==> src/rtl/fpr_pkg.sv <==
package fpr_pkg;

    typedef enum logic [2:0] {
        FLT_NONE = 3'd0,
        FLT_NM   = 3'd1,
        FLT_UD   = 3'd2,
        FLT_AC   = 3'd3,
        FLT_PF   = 3'd4
    } fault_e;

    typedef enum logic [3:0] {
        EF_CTRL,
        EF_STAT,
        EF_TAG,
        EF_DP_LO,
        EF_DP_HI,
        EF_IP_LO,
        EF_IP_HI,
        EF_OPC,
        EF_SKIP
    } env_field_e;

    localparam int WORD_W          = 16;
    localparam int ENV_WORDS_NARROW = 7;
    localparam int ENV_WORDS_WIDE   = 14;
    localparam int OPC_W           = 11;
    localparam int PTR_W           = 32;
    localparam int UM_BITS         = 6;

    // Which environment field a given word of the image feeds.
    function automatic env_field_e env_field(input logic wide, input logic [3:0] idx);
        env_field_e f;
        f = EF_SKIP;
        if (!wide) begin
            case (idx)
                4'd0:    f = EF_CTRL;
                4'd1:    f = EF_STAT;
                4'd2:    f = EF_TAG;
                4'd3:    f = EF_DP_LO;
                4'd4:    f = EF_IP_LO;
                4'd5:    f = EF_OPC;
                default: f = EF_SKIP;
            endcase
        end else begin
            case (idx)
                4'd0:    f = EF_CTRL;
                4'd2:    f = EF_STAT;
                4'd4:    f = EF_TAG;
                4'd6:    f = EF_DP_LO;
                4'd7:    f = EF_DP_HI;
                4'd8:    f = EF_IP_LO;
                4'd9:    f = EF_IP_HI;
                4'd10:   f = EF_OPC;
                default: f = EF_SKIP;
            endcase
        end
        return f;
    endfunction

endpackage

==> src/rtl/fpr_precheck.sv <==
module fpr_precheck
    import fpr_pkg::*;
#(
    parameter int ALIGN_LG2 = 2
) (
    input  logic                 lock_pfx,
    input  logic                 cr_em,
    input  logic                 cr_ts,
    input  logic                 align_chk,
    input  logic [1:0]           cpl,
    input  logic [ALIGN_LG2-1:0] base_lo,
    output fault_e               pre_fault
);

    logic misaligned;

    assign misaligned = |base_lo;

    // Priority: locked form, then unavailable unit, then alignment.
    always_comb begin
        pre_fault = FLT_NONE;
        if (lock_pfx) begin
            pre_fault = FLT_UD;
        end else if (cr_em || cr_ts) begin
            pre_fault = FLT_NM;
        end else if (align_chk && (cpl == 2'd3) && misaligned) begin
            pre_fault = FLT_AC;
        end
    end

endmodule

==> src/rtl/fpr_seq.sv <==
module fpr_seq
    import fpr_pkg::*;
#(
    parameter int ADDR_W    = 32,
    parameter int NUM_ST    = 8,
    parameter int REG_WORDS = 5
) (
    input  logic                          clk,
    input  logic                          rst_n,
    input  logic                          start,
    input  logic                          mode32,
    input  logic [ADDR_W-1:0]             base_addr,
    input  fault_e                        pre_fault,
    input  logic                          mem_rvalid,
    input  logic                          mem_fault,
    output logic                          mem_req,
    output logic [ADDR_W-1:0]             mem_addr,
    output logic                          mode_wide,
    output logic                          shadow_clr,
    output logic                          cap_en,
    output logic                          cap_env,
    output logic [3:0]                    cap_env_idx,
    output logic [$clog2(NUM_ST)-1:0]     cap_reg,
    output logic [$clog2(REG_WORDS)-1:0]  cap_part,
    output logic                          commit,
    output logic                          busy,
    output logic                          done,
    output logic                          fault_valid,
    output fault_e                        fault_code
);

    localparam int STACK_WORDS  = NUM_ST * REG_WORDS;
    localparam int TOTAL_NARROW = ENV_WORDS_NARROW + STACK_WORDS;
    localparam int TOTAL_WIDE   = ENV_WORDS_WIDE + STACK_WORDS;
    localparam int CNT_W        = $clog2(TOTAL_WIDE + 1);
    localparam int RIDX_W       = $clog2(NUM_ST);
    localparam int PART_W       = $clog2(REG_WORDS);

    localparam logic [CNT_W-1:0]  LAST_NARROW = CNT_W'(TOTAL_NARROW - 1);
    localparam logic [CNT_W-1:0]  LAST_WIDE   = CNT_W'(TOTAL_WIDE - 1);
    localparam logic [3:0]        ENV_LAST_N  = 4'(ENV_WORDS_NARROW - 1);
    localparam logic [3:0]        ENV_LAST_W  = 4'(ENV_WORDS_WIDE - 1);
    localparam logic [PART_W-1:0] PART_LAST   = PART_W'(REG_WORDS - 1);

    typedef enum logic [2:0] {
        S_IDLE,
        S_REQ,
        S_COMMIT,
        S_DONE,
        S_FAULT
    } state_e;

    state_e              state_q, state_d;
    fault_e              flt_q, flt_d;
    logic [CNT_W-1:0]    word_q;
    logic [3:0]          env_q;
    logic                in_env_q;
    logic [RIDX_W-1:0]   reg_q;
    logic [PART_W-1:0]   part_q;
    logic                mode_q;
    logic [ADDR_W-1:0]   base_q;
    logic                last_word;
    logic                env_last;
    logic                launch;
    logic                accept;

    assign last_word = (word_q == (mode_q ? LAST_WIDE : LAST_NARROW));
    assign env_last  = (env_q == (mode_q ? ENV_LAST_W : ENV_LAST_N));
    assign launch    = (state_q == S_IDLE) && start && (pre_fault == FLT_NONE);
    assign accept    = (state_q == S_REQ) && mem_rvalid && !mem_fault;

    // Next-state logic
    always_comb begin
        state_d = state_q;
        flt_d   = flt_q;
        unique case (state_q)
            S_IDLE: begin
                if (start) begin
                    if (pre_fault != FLT_NONE) begin
                        state_d = S_FAULT;
                        flt_d   = pre_fault;
                    end else begin
                        state_d = S_REQ;
                        flt_d   = FLT_NONE;
                    end
                end
            end
            S_REQ: begin
                if (mem_fault) begin
                    state_d = S_FAULT;
                    flt_d   = FLT_PF;
                end else if (mem_rvalid && last_word) begin
                    state_d = S_COMMIT;
                end
            end
            S_COMMIT: state_d = S_DONE;
            S_DONE:   state_d = S_IDLE;
            S_FAULT:  state_d = S_IDLE;
            default:  state_d = S_IDLE;
        endcase
    end

    // State register
    always_ff @(posedge clk or negedge rst_n) begin
        if (!rst_n) begin
            state_q <= S_IDLE;
            flt_q   <= FLT_NONE;
        end else begin
            state_q <= state_d;
            flt_q   <= flt_d;
        end
    end

    // Transfer position counters and latched command
    always_ff @(posedge clk or negedge rst_n) begin
        if (!rst_n) begin
            word_q   <= '0;
            env_q    <= '0;
            in_env_q <= 1'b1;
            reg_q    <= '0;
            part_q   <= '0;
            mode_q   <= 1'b0;
            base_q   <= '0;
        end else if (launch) begin
            word_q   <= '0;
            env_q    <= '0;
            in_env_q <= 1'b1;
            reg_q    <= '0;
            part_q   <= '0;
            mode_q   <= mode32;
            base_q   <= base_addr;
        end else if (accept) begin
            word_q <= word_q + 1'b1;
            if (in_env_q) begin
                if (env_last) begin
                    in_env_q <= 1'b0;
                end else begin
                    env_q <= env_q + 1'b1;
                end
            end else if (part_q == PART_LAST) begin
                part_q <= '0;
                reg_q  <= reg_q + 1'b1;
            end else begin
                part_q <= part_q + 1'b1;
            end
        end
    end

    // Outputs decoded from state
    always_comb begin
        mem_req     = 1'b0;
        commit      = 1'b0;
        done        = 1'b0;
        fault_valid = 1'b0;
        fault_code  = FLT_NONE;
        busy        = 1'b1;
        unique case (state_q)
            S_IDLE:   busy = 1'b0;
            S_REQ:    mem_req = 1'b1;
            S_COMMIT: commit = 1'b1;
            S_DONE:   done = 1'b1;
            S_FAULT: begin
                fault_valid = 1'b1;
                fault_code  = flt_q;
            end
            default:  busy = 1'b1;
        endcase
        mem_addr    = base_q + (ADDR_W'(word_q) << 1);
        mode_wide   = mode_q;
        shadow_clr  = launch;
        cap_en      = accept;
        cap_env     = in_env_q;
        cap_env_idx = env_q;
        cap_reg     = reg_q;
        cap_part    = part_q;
    end

    // Request address held until a response arrives
    p_hold_addr_r2: assert property (@(posedge clk) disable iff (!rst_n)
        (mem_req && !mem_rvalid && !mem_fault) |=> (mem_req && $stable(mem_addr)))
        else $error("request dropped or address moved without response");

    // Memory fault aborts with code 4 and no further read
    p_abort_r9: assert property (@(posedge clk) disable iff (!rst_n)
        (mem_req && mem_fault) |=> (fault_valid && (fault_code == FLT_PF) && !mem_req))
        else $error("memory fault did not abort");

    // Completion pulse lasts one cycle
    p_done_pulse_r5: assert property (@(posedge clk) disable iff (!rst_n)
        done |=> !done)
        else $error("done wider than one cycle");

    // A start while busy does not disturb the running request
    p_busy_ignore_r13: assert property (@(posedge clk) disable iff (!rst_n)
        (mem_req && start && !mem_rvalid && !mem_fault) |=> $stable(mem_addr))
        else $error("start while busy moved the address");

endmodule

==> src/rtl/fpr_shadow.sv <==
module fpr_shadow
    import fpr_pkg::*;
#(
    parameter int          NUM_ST     = 8,
    parameter int          REG_WORDS  = 5,
    parameter logic [15:0] RESET_CTRL = 16'h037F,
    parameter logic [15:0] RESET_TAG  = 16'hFFFF
) (
    input  logic                                    clk,
    input  logic                                    rst_n,
    input  logic                                    mode_wide,
    input  logic                                    shadow_clr,
    input  logic                                    cap_en,
    input  logic                                    cap_env,
    input  logic [3:0]                              cap_env_idx,
    input  logic [$clog2(NUM_ST)-1:0]               cap_reg,
    input  logic [$clog2(REG_WORDS)-1:0]            cap_part,
    input  logic [WORD_W-1:0]                       cap_data,
    input  logic                                    commit,
    output logic [WORD_W-1:0]                       sh_ctrl,
    output logic [WORD_W-1:0]                       sh_stat,
    output logic [WORD_W-1:0]                       arch_ctrl,
    output logic [WORD_W-1:0]                       arch_stat,
    output logic [WORD_W-1:0]                       arch_tag,
    output logic [PTR_W-1:0]                        arch_dp,
    output logic [PTR_W-1:0]                        arch_ip,
    output logic [OPC_W-1:0]                        arch_opc,
    output logic [NUM_ST-1:0][REG_WORDS*WORD_W-1:0] arch_st
);

    localparam int REG_W  = REG_WORDS * WORD_W;
    localparam int PART_W = $clog2(REG_WORDS);

    logic [WORD_W-1:0]             sh_tag;
    logic [PTR_W-1:0]              sh_dp;
    logic [PTR_W-1:0]              sh_ip;
    logic [OPC_W-1:0]              sh_opc;
    logic [NUM_ST-1:0][REG_W-1:0]  sh_st;

    // Shadow capture
    always_ff @(posedge clk or negedge rst_n) begin
        if (!rst_n) begin
            sh_ctrl <= '0;
            sh_stat <= '0;
            sh_tag  <= '0;
            sh_dp   <= '0;
            sh_ip   <= '0;
            sh_opc  <= '0;
            sh_st   <= '0;
        end else if (shadow_clr) begin
            sh_ctrl <= '0;
            sh_stat <= '0;
            sh_tag  <= '0;
            sh_dp   <= '0;
            sh_ip   <= '0;
            sh_opc  <= '0;
            sh_st   <= '0;
        end else if (cap_en) begin
            if (cap_env) begin
                case (env_field(mode_wide, cap_env_idx))
                    EF_CTRL:  sh_ctrl         <= cap_data;
                    EF_STAT:  sh_stat         <= cap_data;
                    EF_TAG:   sh_tag          <= cap_data;
                    EF_DP_LO: sh_dp[15:0]     <= cap_data;
                    EF_DP_HI: sh_dp[31:16]    <= cap_data;
                    EF_IP_LO: sh_ip[15:0]     <= cap_data;
                    EF_IP_HI: sh_ip[31:16]    <= cap_data;
                    EF_OPC:   sh_opc          <= cap_data[OPC_W-1:0];
                    default:  sh_opc          <= sh_opc;
                endcase
            end else begin
                for (int p = 0; p < REG_WORDS; p++) begin
                    if (cap_part == PART_W'(p)) begin
                        sh_st[cap_reg][p*WORD_W +: WORD_W] <= cap_data;
                    end
                end
            end
        end
    end

    // Architectural state, replaced in one cycle
    always_ff @(posedge clk or negedge rst_n) begin
        if (!rst_n) begin
            arch_ctrl <= RESET_CTRL;
            arch_stat <= '0;
            arch_tag  <= RESET_TAG;
            arch_dp   <= '0;
            arch_ip   <= '0;
            arch_opc  <= '0;
            arch_st   <= '0;
        end else if (commit) begin
            arch_ctrl <= sh_ctrl;
            arch_stat <= sh_stat;
            arch_tag  <= sh_tag;
            arch_dp   <= sh_dp;
            arch_ip   <= sh_ip;
            arch_opc  <= sh_opc;
            arch_st   <= sh_st;
        end
    end

    // State only changes on commit
    p_arch_hold_r5: assert property (@(posedge clk) disable iff (!rst_n)
        !commit |=> ($stable(arch_ctrl) && $stable(arch_stat) && $stable(arch_tag)
                     && $stable(arch_dp) && $stable(arch_ip) && $stable(arch_opc)
                     && $stable(arch_st)))
        else $error("architectural state changed outside commit");

    // Status word arrives verbatim
    p_stat_load_r10: assert property (@(posedge clk) disable iff (!rst_n)
        commit |=> (arch_stat == $past(sh_stat)))
        else $error("status word not loaded verbatim");

endmodule

==> src/rtl/fpr_pend.sv <==
module fpr_pend
    import fpr_pkg::*;
(
    input  logic               clk,
    input  logic               rst_n,
    input  logic               commit,
    input  logic [UM_BITS-1:0] ld_ctrl_mask,
    input  logic [UM_BITS-1:0] ld_stat_flags,
    input  logic               fp_issue,
    input  logic               fp_nowait,
    output logic               pend,
    output logic               exc_req
);

    logic unmasked;

    assign unmasked = |(ld_stat_flags & ~ld_ctrl_mask);

    always_ff @(posedge clk or negedge rst_n) begin
        if (!rst_n) begin
            pend <= 1'b0;
        end else if (commit) begin
            pend <= unmasked;
        end
    end

    assign exc_req = pend && fp_issue && !fp_nowait;

    // Raised only for a waiting instruction
    p_no_spont_exc_r11: assert property (@(posedge clk) disable iff (!rst_n)
        exc_req |-> (fp_issue && !fp_nowait))
        else $error("exception raised without waiting instruction");

    // Flag only moves at commit
    p_pend_hold_r11: assert property (@(posedge clk) disable iff (!rst_n)
        !commit |=> $stable(pend))
        else $error("pending flag moved outside commit");

    p_nowait_r12: assert property (@(posedge clk) disable iff (!rst_n)
        (fp_issue && fp_nowait) |-> !exc_req)
        else $error("no-wait instruction saw exception");

endmodule

==> src/rtl/fpu_restore_seq.sv <==
module fpu_restore_seq
    import fpr_pkg::*;
#(
    parameter int ADDR_W    = 32,
    parameter int NUM_ST    = 8,
    parameter int REG_BYTES = 10,
    parameter int ALIGN_LG2 = 2
) (
    input  logic                          clk,
    input  logic                          rst_n,
    input  logic                          start,
    input  logic                          mode32,
    input  logic [ADDR_W-1:0]             base_addr,
    input  logic                          cr_em,
    input  logic                          cr_ts,
    input  logic                          lock_pfx,
    input  logic                          align_chk,
    input  logic [1:0]                    cpl,
    output logic                          mem_req,
    output logic [ADDR_W-1:0]             mem_addr,
    input  logic [15:0]                   mem_rdata,
    input  logic                          mem_rvalid,
    input  logic                          mem_fault,
    output logic                          busy,
    output logic                          done,
    output logic                          fault_valid,
    output logic [2:0]                    fault_code,
    output logic [15:0]                   fpu_ctrl,
    output logic [15:0]                   fpu_stat,
    output logic [15:0]                   fpu_tag,
    output logic [31:0]                   fpu_dp,
    output logic [31:0]                   fpu_ip,
    output logic [10:0]                   fpu_opc,
    output logic [NUM_ST*REG_BYTES*8-1:0] fpu_st,
    output logic                          pend_exc,
    input  logic                          fp_issue,
    input  logic                          fp_nowait,
    output logic                          fp_exc_req
);

    localparam int REG_WORDS = REG_BYTES / 2;
    localparam int RIDX_W    = $clog2(NUM_ST);
    localparam int PART_W    = $clog2(REG_WORDS);

    fault_e                              pre_fault;
    fault_e                              seq_fault;
    logic                                mode_wide;
    logic                                shadow_clr;
    logic                                cap_en;
    logic                                cap_env;
    logic [3:0]                          cap_env_idx;
    logic [RIDX_W-1:0]                   cap_reg;
    logic [PART_W-1:0]                   cap_part;
    logic                                commit;
    logic [15:0]                         sh_ctrl;
    logic [15:0]                         sh_stat;
    logic [NUM_ST-1:0][REG_WORDS*16-1:0] st_packed;

    fpr_precheck #(.ALIGN_LG2(ALIGN_LG2)) u_check (
        .lock_pfx  (lock_pfx),
        .cr_em     (cr_em),
        .cr_ts     (cr_ts),
        .align_chk (align_chk),
        .cpl       (cpl),
        .base_lo   (base_addr[ALIGN_LG2-1:0]),
        .pre_fault (pre_fault)
    );

    fpr_seq #(.ADDR_W(ADDR_W), .NUM_ST(NUM_ST), .REG_WORDS(REG_WORDS)) u_seq (
        .clk         (clk),
        .rst_n       (rst_n),
        .start       (start),
        .mode32      (mode32),
        .base_addr   (base_addr),
        .pre_fault   (pre_fault),
        .mem_rvalid  (mem_rvalid),
        .mem_fault   (mem_fault),
        .mem_req     (mem_req),
        .mem_addr    (mem_addr),
        .mode_wide   (mode_wide),
        .shadow_clr  (shadow_clr),
        .cap_en      (cap_en),
        .cap_env     (cap_env),
        .cap_env_idx (cap_env_idx),
        .cap_reg     (cap_reg),
        .cap_part    (cap_part),
        .commit      (commit),
        .busy        (busy),
        .done        (done),
        .fault_valid (fault_valid),
        .fault_code  (seq_fault)
    );

    assign fault_code = seq_fault;

    fpr_shadow #(.NUM_ST(NUM_ST), .REG_WORDS(REG_WORDS)) u_shadow (
        .clk         (clk),
        .rst_n       (rst_n),
        .mode_wide   (mode_wide),
        .shadow_clr  (shadow_clr),
        .cap_en      (cap_en),
        .cap_env     (cap_env),
        .cap_env_idx (cap_env_idx),
        .cap_reg     (cap_reg),
        .cap_part    (cap_part),
        .cap_data    (mem_rdata),
        .commit      (commit),
        .sh_ctrl     (sh_ctrl),
        .sh_stat     (sh_stat),
        .arch_ctrl   (fpu_ctrl),
        .arch_stat   (fpu_stat),
        .arch_tag    (fpu_tag),
        .arch_dp     (fpu_dp),
        .arch_ip     (fpu_ip),
        .arch_opc    (fpu_opc),
        .arch_st     (st_packed)
    );

    assign fpu_st = st_packed;

    fpr_pend u_pend (
        .clk           (clk),
        .rst_n         (rst_n),
        .commit        (commit),
        .ld_ctrl_mask  (sh_ctrl[UM_BITS-1:0]),
        .ld_stat_flags (sh_stat[UM_BITS-1:0]),
        .fp_issue      (fp_issue),
        .fp_nowait     (fp_nowait),
        .pend          (pend_exc),
        .exc_req       (fp_exc_req)
    );

    // Locked form wins over every other check
    p_lock_first_r7: assert property (@(posedge clk) disable iff (!rst_n)
        (!busy && start && lock_pfx) |=> (fault_valid && (fault_code == 3'd2) && !mem_req))
        else $error("lock prefix not reported first");

    // Unit unavailable: fault, no read
    p_unavail_r6: assert property (@(posedge clk) disable iff (!rst_n)
        (!busy && start && !lock_pfx && (cr_em || cr_ts))
        |=> (fault_valid && (fault_code == 3'd1) && !mem_req))
        else $error("unavailable unit not reported");

    // Misaligned at privilege 3
    p_align_r8: assert property (@(posedge clk) disable iff (!rst_n)
        (!busy && start && !lock_pfx && !cr_em && !cr_ts && align_chk && (cpl == 2'd3)
         && (|base_addr[ALIGN_LG2-1:0]))
        |=> (fault_valid && (fault_code == 3'd3) && !mem_req))
        else $error("alignment fault missing");

    // Fault pulse and done pulse never coincide
    p_excl_r5: assert property (@(posedge clk) disable iff (!rst_n)
        !(done && fault_valid))
        else $error("done and fault together");

endmodule

==> config.mk <==
export PLATFORM = sky130hd
export DESIGN_NAME = fpu_restore_seq
export DESIGN_NICKNAME = d
export VERILOG_FILES = /design/src/rtl/fpr_pkg.sv /design/src/rtl/fpr_precheck.sv /design/src/rtl/fpr_seq.sv /design/src/rtl/fpr_shadow.sv /design/src/rtl/fpr_pend.sv /design/src/rtl/fpu_restore_seq.sv
export SDC_FILE = /design/constraint.sdc
export NUM_CORES = 2
export LEC_CHECK = 0
export ABC_CLOCK_PERIOD_IN_PS = 7200
export BUFFER_PORTS_ARGS = -buffer_cell sky130_fd_sc_hd__buf_4
export CORE_AREA = 2 2 339 341
export DETAILED_ROUTE_END_ITERATION = 6
export DIE_AREA = 0 0 341 343
export PLACE_DENSITY = 0.74
export SLEW_MARGIN = 30
export SYNTH_ARGS = -nofsm -noshare
export SYNTH_HDL_FRONTEND = slang
export SYNTH_HIERARCHICAL = 1
export SYNTH_SLANG_ARGS = --single-unit
==> constraint.sdc <==
create_clock -name clk -period 7.2 [get_ports clk]
set_clock_uncertainty 0.1 [all_clocks]
set_input_delay 0.72 -clock clk [delete_from_list [all_inputs] [get_ports clk]]
set_output_delay 0.72 -clock clk [all_outputs]
set_load 0.01 [all_outputs]
# Yosys cells after proc, flatten, opt, wreduce, memory -nomap -nowiden
# Memories as Yosys holds them, arrays and structs flattened.
# Index checks and enable logic that the tools add are counted.
# totals
word_cells,228
mem_bits_rw,0
regBits,1583
rom_bits,64
memories,1
input_bits,62
latchBits,0
# op_classes
mul,0
eq_ne,28
addsub,5
n_shift,0
reduce_logical,46
order_cmp,2
div,0
n_bitwise,2
mux,104
# mem_list
name,depth,word_bits,read_ports,rd_ports_with_merged_regs,wr,line_no,text
(no name shown),16,4,1,0,0,fpr_pkg.sv:45,case (idx)
# op_table
cell,n
$mux W640,20
$bwmux W640,5
$demux W80 S3,5
$mux W16,17
$mux W32,7
$mux W80,1
$mux W64,1
$mux W3,18
$mux W48,1
$mux W11,4
$mux W4,9
$reduce_and A3 Y1,11
$add A32 B7 Y32,1
$eq A4 B3 Y1 const B,6
$pmux W4 S6,1
$reduce_bool A2 Y1,12
$eq A4 B2 Y1 const B,4
$eq A3 B2 Y1 const B,4
$mux W6,2
$logic_and A1 B1 Y1,10
$logic_not A3 Y1,3
$mux W1,9
$pmux W3 S3,1
$eq A4 B1 Y1 const B,2
24 further kinds,33

# Longest topological paths before layout
# logic_depth
word_depth,29
ltp_mapped,13
ltp_nobuf,9

# Cells and area by module
# Netlist, hierarchy kept.
# by_module_without_submodules
module,cells_per_inst,area_each_um2,n_inst
fpr_shadow,4379,58567.4,1
fpr_seq,321,3359.5,1
fpr_pend,13,86.3,1
fpr_precheck,7,51.3,1

# Least setup slack after synthesis
# No wires, ideal clock.
# synth_path
kind,input-to-reg
start,input base_addr[1]
end,register u_shadow/sh_st[169] (netlist name)
setup_slack_ns,3.776
path_stages,12
n_path_buf,4
t_arrival_ns,3.228
required_time_ns,7.004
setup_time_ns,0.096
cell_sequence,o2111ai_2 -> o31ai_2 -> nor3_1 -> nand4_1 -> buf_2 -> inv_1 -> buf_2 -> clkbuf_1 -> nor4_1 -> clkbuf_1 -> nand2_1 -> o31ai_1
# synth_via
elab_chain_cells,9
word_cells_on_any_way,11
classes_between,eq/ne: 1; mux: 4; reduce/logical: 6
# synth_rtl
item,line_no,text
start: declaration,fpu_restore_seq.sv:13,"input logic [ADDR_W-1:0] base_addr,"
$reduce_or A2 Y1 *,fpr_precheck.sv:17,assign misaligned = |base_lo;
$logic_and A1 B1 Y1 *,fpr_precheck.sv:26,end else if (align_chk && (cpl == 2'd3) && misaligned) begin
$mux W2 *,fpr_precheck.sv:26,
$mux W3 *,fpr_precheck.sv:24,end else if (cr_em || cr_ts) begin
$mux W3 *,fpr_precheck.sv:22,if (lock_pfx) begin
via pre_fault[1],fpu_restore_seq.sv:45,fault_e pre_fault;
$logic_not A3 Y1 *,fpr_seq.sv:69,assign launch = (state_q == S_IDLE) && start && (pre_fault == FLT_NONE);
$logic_and A1 B1 Y1 *,fpr_seq.sv:69,
via shadow_clr,fpu_restore_seq.sv:48,logic shadow_clr;
$ne A2 B2 Y1 (no source line) / $reduce_bool A2 Y1 (equally long branches),-,
$reduce_and A2 Y1 (no source line),-,
end signal: indexed assignment,fpr_shadow.sv:74,sh_st[cap_reg][p*WORD_W +: WORD_W] <= cap_data;
end: declaration,fpr_shadow.sv:38,logic [NUM_ST-1:0][REG_W-1:0] sh_st;
# Mark *: on every way through the listed nets, which the timed path passes. The rest lies on a longest branch.
# A chain may end at the register's enable or synchronous reset.

# Final worst setup path
# layout_path
start,register u_seq.word_q[2]
end,output mem_addr[28]
# layout_via
elab_chain_cells,1
# layout_rtl
item,line_no,text
start: declaration,fpr_seq.sv:55,logic [CNT_W-1:0] word_q;
start signal: assignment,fpr_seq.sv:133,word_q <= word_q + 1'b1;
$add A32 B7 Y32,fpr_seq.sv:168,mem_addr = base_q + (ADDR_W'(word_q) << 1);
end: declaration,fpu_restore_seq.sv:20,"output logic [ADDR_W-1:0] mem_addr,"
# No other way between the ends.

==> impl_results.md <==
- CP endpoint: mem_addr[28]
- PostCTS Resize Cnt: 0
- Top-count cell post-synth: dfrtp_1
- Max clock buf depth: 3
- Worst setup EP type: output port
- Fin crit share: 55.8%
- Reg2reg path depth: 7
- Vias: around 43000
- Register area share after synthesis: 63.9%
- Clock network latency to the later pin of the worst-skew pair: just under 0.8 ns
- Max-slew violation count: 0
- CTS root buf: clkbuf_16
- Avg Cell Area, Syn: 13.1 sq um
- Placed Cells incl. Taps: roughly 6800
- Largest family of logic cells by synthesized area: multiplexers
- WS Path Type: flop to output port
- Non-filler cells, final: 7122
- Share of the synthesized area in the top cell type: a little over three fifths
- Async SR Flop Fraction: between 90% and 100%
- Vias per cell: approximately 6.0
- CP max FO: 10
- Syn Inst Count: 4720
- Peak supply drop: approximately 210 uV
- Outcome: finished, final reports clean
- Total negative slack: 0 ns
- Top post-synthesis cells by count: dfrtp_1 (1557), mux2_2 (796), nand2_1 (772)
- Total CTS buffers: 158
- Die Y: roughly 340 microns
- Drt pass-1 iters: 6
- RSZ-0062 raised after global routing: false
- Share of cells above drive strength 1: 37.2%
- Mapped Area: approximately 62000 sq um
- Core region area: 113000 sq um
- Unique cell type count in the Yosys netlist: 77
- Max-cap violations: 0
- Final hold vios: 0
- Largest net degree at the start of global routing: 170
- Adder-cell share of the synthesized area: less than 1%
- Post-synth EDFFs: 0
- Pwr per Cell Area: roughly 250 nW/um^2
- First-pass GRT wire length: roughly 280 mm
- Final nets: between 5000 and 6000
- Clk slew on worst S/H paths: 0.06 ns
- Per-cell routed wire length: 27.3 microns
- Yosys reg bits: approximately 1600
- Synth warn: 6
- Worst slew pin tran: about 1 ns
- GR Overflow Total: 0
- Mux contribution to synthesized area: between 10% and 20%
- Reg2reg start: u_seq/state_q[2]$_DFFE_PN0P_
- Crit path launch: u_seq/word_q[2]$_DFFE_PN0P_
- Syn Nets: 4798
- Initial Util: between 50% and 60%
- All-Layer GR Usage: between 30% and 40%
- Post-synthesis simple-gate area fraction: 7.54%
- Flop2flop setup slack: 3.32 ns
- Hold Path Class: input pin to flop
- Biggest regs: u_shadow/arch_st: 640 flops, u_shadow/sh_st: 640 flops
- CTS tree: yes
- Complex-gate fraction of the synthesized area: between 8 and 9%
- Synth top area cells: dfrtp_1 (63%), mux2_2 (14%), o31ai_1 (7.7%)
- Worst Setup Start Kind: flop
- Vias in the first global route: 42037
- Routed WL: a little under 200 mm
- WP data required: 6.38 ns
- Reg2reg end: u_shadow/sh_st[180]$_DFFE_PN0P_
- Row cnt: ~120
- I/O pins: between 800 and 900
- DIE WIDTH: ~340 microns
- IO Port Bufs: 865
- Pleak: about 38 nW
- Post-CTS Setup Inserts: 0
- Antenna violations before repair: 2
- Max Freq: roughly 250 MHz
- Ys flop type: dfrtp_1
- Antenna-violating nets left: 0
- CTS HTree Levels: 4
- Area Growth Syn to Fin: 22.0%
- Critical Path AT: 3.20 ns
- Final number of setup-violating endpoints: 0
- DP HPWL: around 130 mm
- Placer Congestion: between 0.8 and 0.9
- Slew headroom: ~31%
- Die Area: roughly 120000 sq um
- Yosys top cell by area: dfrtp_1
- Clk sinks: between 1500 and 2000
- Hold_ws: roughly 0.084 ns
- Min cycle time layout: 4.02 ns
- Post-synthesis xor/xnor area fraction: less than 1%
- Iteration-0 DRC Markers: slightly below 4000
- DRC Markers: 0
area by class of cell:
type                       instances  area (sq um)
antenna                            3          7.51
clock buffer                     241          4720
clock inverter                    48           563
fill                            8209         37700
inverter                          22          87.6
multi-input combinational       2768         21300
sequential                      1583         39600
tap                             1512          1890
timing repair buffer             945          7550
stage by stage:
stage	area, sq um	util [%]	setup slack, ns	total power [mW]
final	75700	66.8	3.18	19.0
after global routing	75700	66.8	3.03	19.6
after CTS	75400	66.5	3.15	19.1
after detailed placement	70100	61.8	2.89	10.8
after global placement	70000	61.8	2.93	10.8
after floorplan	62100	-	3.78	10.1
cells by family after synthesis:
| logic type | Yosys count |
|---|---|
| flops | 1583 |
| simple gates | 1046 |
| mux | 925 |
| compound gates | 745 |
| buf+inv | 369 |
| xor+xnor | 35 |
| fa+ha+maj | 16 |
| other cells | 1 |
report_power, final:
| part | switching (mW) | internal (mW) | leakage, nW | total [mW] |
|---|---|---|---|---|
| registers | 0.232 | 9.12 | 21.9 | 9.36 |
| clock network | 3.53 | 4.84 | 2.60 | 8.37 |
| logic | 0.854 | 0.449 | 13.3 | 1.30 |
metal layers:
metal	vias up	global-route usage, %	routed length [microns]
met3	412	7.72	16400
li1	18250	-	-
met2	1889	50.6	90700
met4	0	15.1	9390
met1	22107	44.4	77800
met5	-	0	0
cells in the final DEF (no fill, tap or decap), types with 11 or more instances in the layout:
master,synthesis,layout
dfrtp_1,1557,1557
buf_4,5,914
mux2_2,796,796
nand2_1,772,771
o31ai_1,640,640
clkbuf_16,0,164
nand2b_1,141,141
mux2i_1,129,129
clkbuf_1,301,44
clkbuf_8,0,33
xor2_1,28,28
dfstp_2,26,26
clkinv_2,0,25
o21ai_2,0,25
nor2_1,22,22
inv_1,21,20
a21oi_1,15,15
ha_1,15,15
o21ai_4,0,15
buf_16,0,14
nand3_1,15,13
buf_12,2,12
nor3_1,12,11
worst min-delay path by stage:
| stage | from | to | cells after the start |
|---|---|---|---|
| 3_3_place_gp | u_shadow/sh_st[395]$_DFFE_PN0P_ | u_shadow/sh_st[395]$_DFFE_PN0P_ | 2 |
| 3_5_place_dp | u_shadow/sh_st[398]$_DFFE_PN0P_ | u_shadow/sh_st[398]$_DFFE_PN0P_ | 2 |
| 2_1_floorplan | rst_n | u_pend/pend$_DFFE_PN0P_ | 0 |
| 5_1_grt | base_addr[3] | u_seq/base_q[3]$_DFFE_PN0N_ | 2 |
| 6_report | mode32 | u_seq/mode_wide$_DFFE_PN0N_ | 2 |
| 4_1_cts | mode32 | u_seq/mode_wide$_DFFE_PN0N_ | 2 |
what timing repair did:
item	4_1_cts	5_1_grt
setup endpoints to repair	0	0
hold endpoints to repair	98	0
hold buffers	1	0
worst max-delay path, cell delays in order, from the launching register on:
cell and delay, ns:
dfrtp_1 0.45, ha_1 0.37, a21oi_1 0.13, a211o_1 0.47, a2111oi_1 0.46, xor2_1 0.38, buf_4 0.20
Note: power is estimated with default switching activity, not from simulation.
